--- config.mk ---
export PLATFORM = sky130hd
export DESIGN_NAME = hvdrv_sequencer
export DESIGN_NICKNAME = d
export VERILOG_FILES = /design/src/rtl/hvseq_pkg.sv /design/src/rtl/hvseq_timer.sv /design/src/rtl/hvseq_shifter.sv /design/src/rtl/hvseq_pins.sv /design/src/rtl/hvdrv_sequencer.sv
export SDC_FILE = /design/constraint.sdc
export NUM_CORES = 1
export LEC_CHECK = 0
export ABC_AREA = 1
export ABC_CLOCK_PERIOD_IN_PS = 1800
export BUFFER_PORTS_ARGS = -buffer_cell sky130_fd_sc_hd__clkbuf_2
export CAP_MARGIN = 10
export CORE_MARGIN = 1.5
export CORE_UTILIZATION = 50
export CTS_CLUSTER_DIAMETER = 50
export DETAILED_ROUTE_END_ITERATION = 8
export HOLD_SLACK_MARGIN = 0.02
export PLACE_DENSITY = 0.86
export REMOVE_ABC_BUFFERS = 1
export SKIP_CTS_REPAIR_TIMING = 1
export SLEW_MARGIN = 20
export SYNTH_ARGS = -nofsm -noshare
export SYNTH_HDL_FRONTEND = slang
export SYNTH_HIERARCHICAL = 1
export SYNTH_SLANG_ARGS = --single-unit
export TNS_END_PERCENT = 100
--- constraint.sdc ---
create_clock -name clk -period 1.8 [get_ports clk]
set_input_delay 0.36 -clock clk [delete_from_list [all_inputs] [get_ports clk]]
set_output_delay 0.36 -clock clk [all_outputs]
set_load 0.01 [all_outputs]
--- src/rtl/hvseq_pkg.sv ---
package hvseq_pkg;

  typedef enum logic [3:0] {
    ST_ARM,
    ST_PG_SETUP,
    ST_PG_CLK_HI,
    ST_PG_CLK_LO,
    ST_IDLE,
    ST_SH_LO,
    ST_SH_HI,
    ST_GAP,
    ST_STROBE,
    ST_DONE
  } seq_state_e;

  typedef enum logic [1:0] {
    MODE_NORMAL    = 2'b00,
    MODE_BLANK     = 2'b01,
    MODE_LAMP      = 2'b10,
    MODE_BLANK_ALT = 2'b11
  } drv_mode_e;

  typedef struct packed {
    logic sclk;
    logic strobe;
    logic ready;
    logic busy;
    logic done;
  } seq_pins_t;

  // Round a nanosecond interval up to whole system clock cycles.
  function automatic int unsigned ns_to_cycles(input int unsigned ns, input int unsigned mhz);
    return (ns * mhz + 999) / 1000;
  endfunction

  function automatic int unsigned max2(input int unsigned a, input int unsigned b);
    return (a > b) ? a : b;
  endfunction

  // Pin levels that belong to each sequencer state.
  function automatic seq_pins_t decode_state(input seq_state_e s);
    seq_pins_t p;
    p = '0;
    case (s)
      ST_PG_SETUP:  p.strobe = 1'b1;
      ST_PG_CLK_HI: begin p.strobe = 1'b1; p.sclk = 1'b1; end
      ST_PG_CLK_LO: p.strobe = 1'b1;
      ST_IDLE:      p.ready = 1'b1;
      ST_SH_LO:     p.busy = 1'b1;
      ST_SH_HI:     begin p.busy = 1'b1; p.sclk = 1'b1; end
      ST_GAP:       p.busy = 1'b1;
      ST_STROBE:    begin p.busy = 1'b1; p.strobe = 1'b1; end
      ST_DONE:      p.done = 1'b1;
      default:      p = '0;
    endcase
    return p;
  endfunction

endpackage

--- src/rtl/hvseq_timer.sv ---
module hvseq_timer #(
  parameter int W = 6
) (
  input  logic         clk,
  input  logic         rst,
  input  logic         load,
  input  logic [W-1:0] load_val,
  output logic         last
);
  logic [W-1:0] cnt_q;

  always_ff @(posedge clk) begin
    if (rst)              cnt_q <= '0;
    else if (load)        cnt_q <= load_val;
    else if (cnt_q != '0) cnt_q <= cnt_q - 1'b1;
  end

  assign last = (cnt_q == '0);
endmodule

--- src/rtl/hvseq_shifter.sv ---
module hvseq_shifter #(
  parameter int N = 60
) (
  input  logic         clk,
  input  logic         rst,
  input  logic         load,
  input  logic         shift,
  input  logic [N-1:0] frame,
  output logic         ser_bit,
  output logic         last_bit
);
  localparam int BIT_W = (N > 1) ? $clog2(N) : 1;

  logic [N-1:0]     sr_q;
  logic [BIT_W-1:0] idx_q;

  always_ff @(posedge clk) begin
    if (rst) begin
      sr_q  <= '0;
      idx_q <= '0;
    end else if (load) begin
      sr_q  <= frame;
      idx_q <= '0;
    end else if (shift) begin
      sr_q  <= {sr_q[N-2:0], 1'b0};
      idx_q <= idx_q + 1'b1;
    end
  end

  // The top bit goes out first, so bit 0 is the last one clocked in.
  assign ser_bit  = sr_q[N-1];
  assign last_bit = (idx_q == BIT_W'(N - 1));
endmodule

--- src/rtl/hvseq_pins.sv ---
module hvseq_pins
  import hvseq_pkg::*;
(
  input  logic       clk,
  input  logic       rst,
  input  logic       loaded,
  input  logic [1:0] mode_req,
  output logic       drv_enable,
  output logic       drv_test
);
  drv_mode_e mode;
  assign mode = drv_mode_e'(mode_req);

  always_ff @(posedge clk) begin
    if (rst) begin
      drv_enable <= 1'b0;
      drv_test   <= 1'b0;
    end else begin
      drv_enable <= loaded && (mode == MODE_NORMAL || mode == MODE_LAMP);
      drv_test   <= loaded && (mode == MODE_LAMP);
    end
  end
endmodule

--- src/rtl/hvdrv_sequencer.sv ---
module hvdrv_sequencer
  import hvseq_pkg::*;
#(
  parameter int FRAME_BITS  = 60,
  parameter int SYS_CLK_MHZ = 250,
  parameter int HALF_NS     = 125,
  parameter int SETUP_NS    = 50,
  parameter int STROBE_NS   = 80
) (
  input  logic                  clk,
  input  logic                  rst,
  input  logic                  frame_valid,
  input  logic [FRAME_BITS-1:0] frame_data,
  output logic                  frame_ready,
  input  logic [1:0]            mode_req,
  output logic                  sdata,
  output logic                  sclk,
  output logic                  strobe,
  output logic                  drv_enable,
  output logic                  drv_test,
  output logic                  busy,
  output logic                  done
);
  localparam int unsigned HALF_CNT  = ns_to_cycles(max2(HALF_NS, 80), SYS_CLK_MHZ);
  localparam int unsigned SETUP_CNT = max2(ns_to_cycles(SETUP_NS, SYS_CLK_MHZ), 1);
  localparam int unsigned STB_CNT   = ns_to_cycles(max2(STROBE_NS, 80), SYS_CLK_MHZ);
  localparam int unsigned LOW_CNT   = max2(HALF_CNT, SETUP_CNT);
  localparam int unsigned MAX_CNT   = max2(max2(LOW_CNT, HALF_CNT), max2(SETUP_CNT, STB_CNT));
  localparam int          CNT_W     = $clog2(MAX_CNT + 1);

  localparam logic [CNT_W-1:0] LD_HALF  = CNT_W'(HALF_CNT - 1);
  localparam logic [CNT_W-1:0] LD_LOW   = CNT_W'(LOW_CNT - 1);
  localparam logic [CNT_W-1:0] LD_SETUP = CNT_W'(SETUP_CNT - 1);
  localparam logic [CNT_W-1:0] LD_STB   = CNT_W'(STB_CNT - 1);

  seq_state_e       state_q, state_n;
  seq_pins_t        pins_q;
  logic             loaded_q;
  logic             tmr_load, tmr_last;
  logic [CNT_W-1:0] tmr_val;
  logic             sh_load, sh_shift, sh_last, ser_bit;

  hvseq_timer #(.W(CNT_W)) timer_i (
    .clk      (clk),
    .rst      (rst),
    .load     (tmr_load),
    .load_val (tmr_val),
    .last     (tmr_last)
  );

  hvseq_shifter #(.N(FRAME_BITS)) shifter_i (
    .clk      (clk),
    .rst      (rst),
    .load     (sh_load),
    .shift    (sh_shift),
    .frame    (frame_data),
    .ser_bit  (ser_bit),
    .last_bit (sh_last)
  );

  hvseq_pins pins_i (
    .clk        (clk),
    .rst        (rst),
    .loaded     (loaded_q),
    .mode_req   (mode_req),
    .drv_enable (drv_enable),
    .drv_test   (drv_test)
  );

  always_comb begin
    state_n  = state_q;
    tmr_load = 1'b0;
    tmr_val  = '0;
    sh_load  = 1'b0;
    sh_shift = 1'b0;
    case (state_q)
      ST_ARM: begin
        state_n  = ST_PG_SETUP;
        tmr_load = 1'b1;
        tmr_val  = LD_LOW;
      end
      ST_PG_SETUP: if (tmr_last) begin
        state_n  = ST_PG_CLK_HI;
        tmr_load = 1'b1;
        tmr_val  = LD_HALF;
      end
      ST_PG_CLK_HI: if (tmr_last) begin
        state_n  = ST_PG_CLK_LO;
        tmr_load = 1'b1;
        tmr_val  = LD_SETUP;
      end
      ST_PG_CLK_LO: if (tmr_last) state_n = ST_IDLE;
      ST_IDLE: if (frame_valid && pins_q.ready) begin
        state_n  = ST_SH_LO;
        tmr_load = 1'b1;
        tmr_val  = LD_LOW;
        sh_load  = 1'b1;
      end
      ST_SH_LO: if (tmr_last) begin
        state_n  = ST_SH_HI;
        tmr_load = 1'b1;
        tmr_val  = LD_HALF;
      end
      ST_SH_HI: if (tmr_last) begin
        tmr_load = 1'b1;
        if (sh_last) begin
          state_n = ST_GAP;
          tmr_val = LD_SETUP;
        end else begin
          state_n  = ST_SH_LO;
          tmr_val  = LD_LOW;
          sh_shift = 1'b1;
        end
      end
      ST_GAP: if (tmr_last) begin
        state_n  = ST_STROBE;
        tmr_load = 1'b1;
        tmr_val  = LD_STB;
      end
      ST_STROBE: if (tmr_last) state_n = ST_DONE;
      ST_DONE:   state_n = ST_IDLE;
      default:   state_n = ST_ARM;
    endcase
  end

  always_ff @(posedge clk) begin
    if (rst) begin
      state_q  <= ST_ARM;
      pins_q   <= decode_state(ST_ARM);
      loaded_q <= 1'b0;
    end else begin
      state_q <= state_n;
      pins_q  <= decode_state(state_n);
      if (state_n == ST_DONE) loaded_q <= 1'b1;
    end
  end

  assign sdata       = ser_bit;
  assign sclk        = pins_q.sclk;
  assign strobe      = pins_q.strobe;
  assign frame_ready = pins_q.ready;
  assign busy        = pins_q.busy;
  assign done        = pins_q.done;
endmodule

==> out/metrics.cfg <==
[timing]
tightest_slew_ps=590
fin_ws_ps=-151
fmax_mhz=512
grt_setup_unrepaired=true
tns_ps=-4360
fin_crit_ps=1950
fin_crit_sh=1.08
hold_viol_final=0
final-setup-viol-count=50
slew_headroom=0.607
hold_slack_ps=219
slew_viol_final=0
finClkSkew_ps=8.92

[yosys]
synth.most_common_cell=nand2_1
syn_area_sq_um=4070
ys_top_cells_by_area=dfxtp_1 (41%), nand2_1 (26%), nand3_1 (9.0%)
synthTopCellsByCount=nand2_1 (285), dfxtp_1 (84), inv_1 (77)
synth_top_family_by_area=simple AND/OR/NAND/NOR gates
synth.largest_area_cell=dfxtp_1
avgSynthCellArea_sq_um=6.43
synth-seq-cells=84
ys.warnings.count=6
synth.top_cell.area_share=0.413
ys.flop_type=dfxtp_1
synth_fa_ha_area_frac=0.00922
netlist_instances=633
synth_seq_area_share=0.413
synth-async-reset-ratio=0
synthXorXnorAreaFrac=0.00215
synth-edff-count=0
synth_cell_types=31
synth-simple-area-share=0.421
synth_compound_area_frac=0.0396
synthMuxAreaShare=0

[power_and_ir_drop]
power_density_nw_per_um2=1060
irDropWorstVdd_mv=0.492
p_total_mw=5.73
p_leak_nw=3.16

[global_route]
grt_pass1_vias=3714
grt_first_pass_wirelength_um=15500
grt.total_usage=0.221
gr-total-overflow=0
antenna_found_initial=0
grt_max_degree=58

[finish]
diodes=0
stdcell_area_sq_um=5420
seqCellArea_sq_um=1690
multi_input_area_sq_um=2240
nets=801
drive_above_1_share=0.322
syn_to_final_growth_pct=33.2
nFillCells=587

[worst_setup_path]
path_max_fanout=7
worst_setup_path_end_kind=flop
timing.critical_path.mode_cell=nand3_2
cp_slowest_cell=dfxtp_2
path_cells=inv_2, ha_4, nand3_2, inv_2, nand3_2, nor2_1, buf_4, inv_4, nor2_4, buf_6, buf_6, nand2_2, nand3_2, nand2_1, inv_1
start_kind=flop
crit_type=reg -> reg
cp.arrival_ps=2270
cpPeakStageDelay_ps=330
worst_ep_required_time_ps=2110

[die]
die_area_sq_um=8700
die_h_um=93.3
num_io_pins=73
initial_core_util=0.522
dieWidth_um=93.3
num_rows=32
core_sq_um=7810

[drt]
vias=4303
top_layer=met4
route.detailed.drc=0
drt_iter0_markers=246
dr_wl_met3_um=674
drt.antenna.violating_nets=0
dr.pass1.iters=6
wirelength_um=11300
avgViaCountPerCell=5.12
wl_met1_um=4620
met2_length_um=5660
routedWlPerCell_um=13.5

[clock_network]
cts.sinks=84
cts_tree=built
clk_pin_slew_ps=90
htreeDepth=3
worstSkewPairLatency_ps=370
clockBufferDepth=2
numCtsBuffers=9
cts_root_buffer=clkbuf_8

[placement]
place_congestion=0.800
hpwl_um=6380
place_ws_ps=-41.2
placed_cell_area_sq_um=4680
portBuffers=72

[min_path]
hold_path_class=in -> reg

[status]
violations=setup timing
outcome=complete, but fails checks

[run]
maxCapViolCount=0

[critical path: cells and delay by family (launching register included)]
kind,cells,cell delay [ps]
adders and majority gates,1,140
buffers and inverters,7,730
DFF,1,330
and+or+nand+nor,7,690
[per-stage QoR]
| step | utilization | cells |
|---|---|---|
| floorplan | - | 606 |
| global placement | 0.600 | 809 |
| detailed placement | 0.600 | 809 |
| CTS | 0.627 | 825 |
| global route | 0.695 | 840 |
| finish | 0.695 | 840 |
[area by class of cell]
| cell class | instances | share of cell area |
|---|---|---|
| clock inverters | 7 | 0.0157 |
| well taps | 102 | 0.0235 |
| repair buffers | 116 | 0.154 |
| inverters | 85 | 0.0597 |
| multi-input cells | 437 | 0.414 |
| flip-flops and latches | 84 | 0.311 |
| clock buffers | 9 | 0.0228 |
[power breakdown]
part	total (mW)	internal (mW)	switching, mW
clock network	1.45	0.666	0.787
logic	2.19	0.979	1.21
registers	2.09	2.00	0.0928
total	5.73	3.64	2.09
[cell families after synthesis]
family                     Yosys count
xor gates and xnor gates             1
and+or+nand+nor                    405
adders and majority gates            3
buffers and inverters              112
other                                1
DFF                                 84
AOI/OAI and AO/OA                   27
[path summary, 6_finish.rpt]
kind / from / to / slack, ps / cells past startpoint
setup / recovery: timer_i/cnt_q[1] / shifter_i/sr_q[43] / -150 / 15
hold reg to reg: shifter_i/idx_q[0] / shifter_i/idx_q[0] / 460 / 1
hold / removal: mode_req[0] / pins_i/drv_enable / 220 / 4
setup reg to reg: timer_i/cnt_q[1] / shifter_i/sr_q[43] / -150 / 15
[per-layer routing]
metal  vias to the layer above  GRT usage
li1                       2128          -
met1                      1965      0.263
met2                       174      0.391
met3                        36     0.0455
met4                         0     0.0732
met5                         -          0
[state kept, by name (all words and copies together) (netlist names)]
register,flops
busy,1
done,1
frame_ready,1
loaded_q,1
pins_i/drv_enable,1
pins_i/drv_test,1
sclk,1
shifter_i/idx_q,6
shifter_i/sr_q,60
state_q,4
strobe,1
timer_i/cnt_q,6
[placed cells by master (no fill, tap or decap), drive strengths merged, types with 4 or more instances in the layout]
| cell type | count |
|---|---|
| nand2 | 286 |
| clkbuf | 85 |
| inv | 85 |
| dfxtp | 84 |
| nand3 | 76 |
| buf | 40 |
| nor2 | 35 |
| a21oi | 15 |
| o21ai | 6 |
| clkinv | 6 |
| nor3 | 4 |
Power figures use the tool's default switching activity.
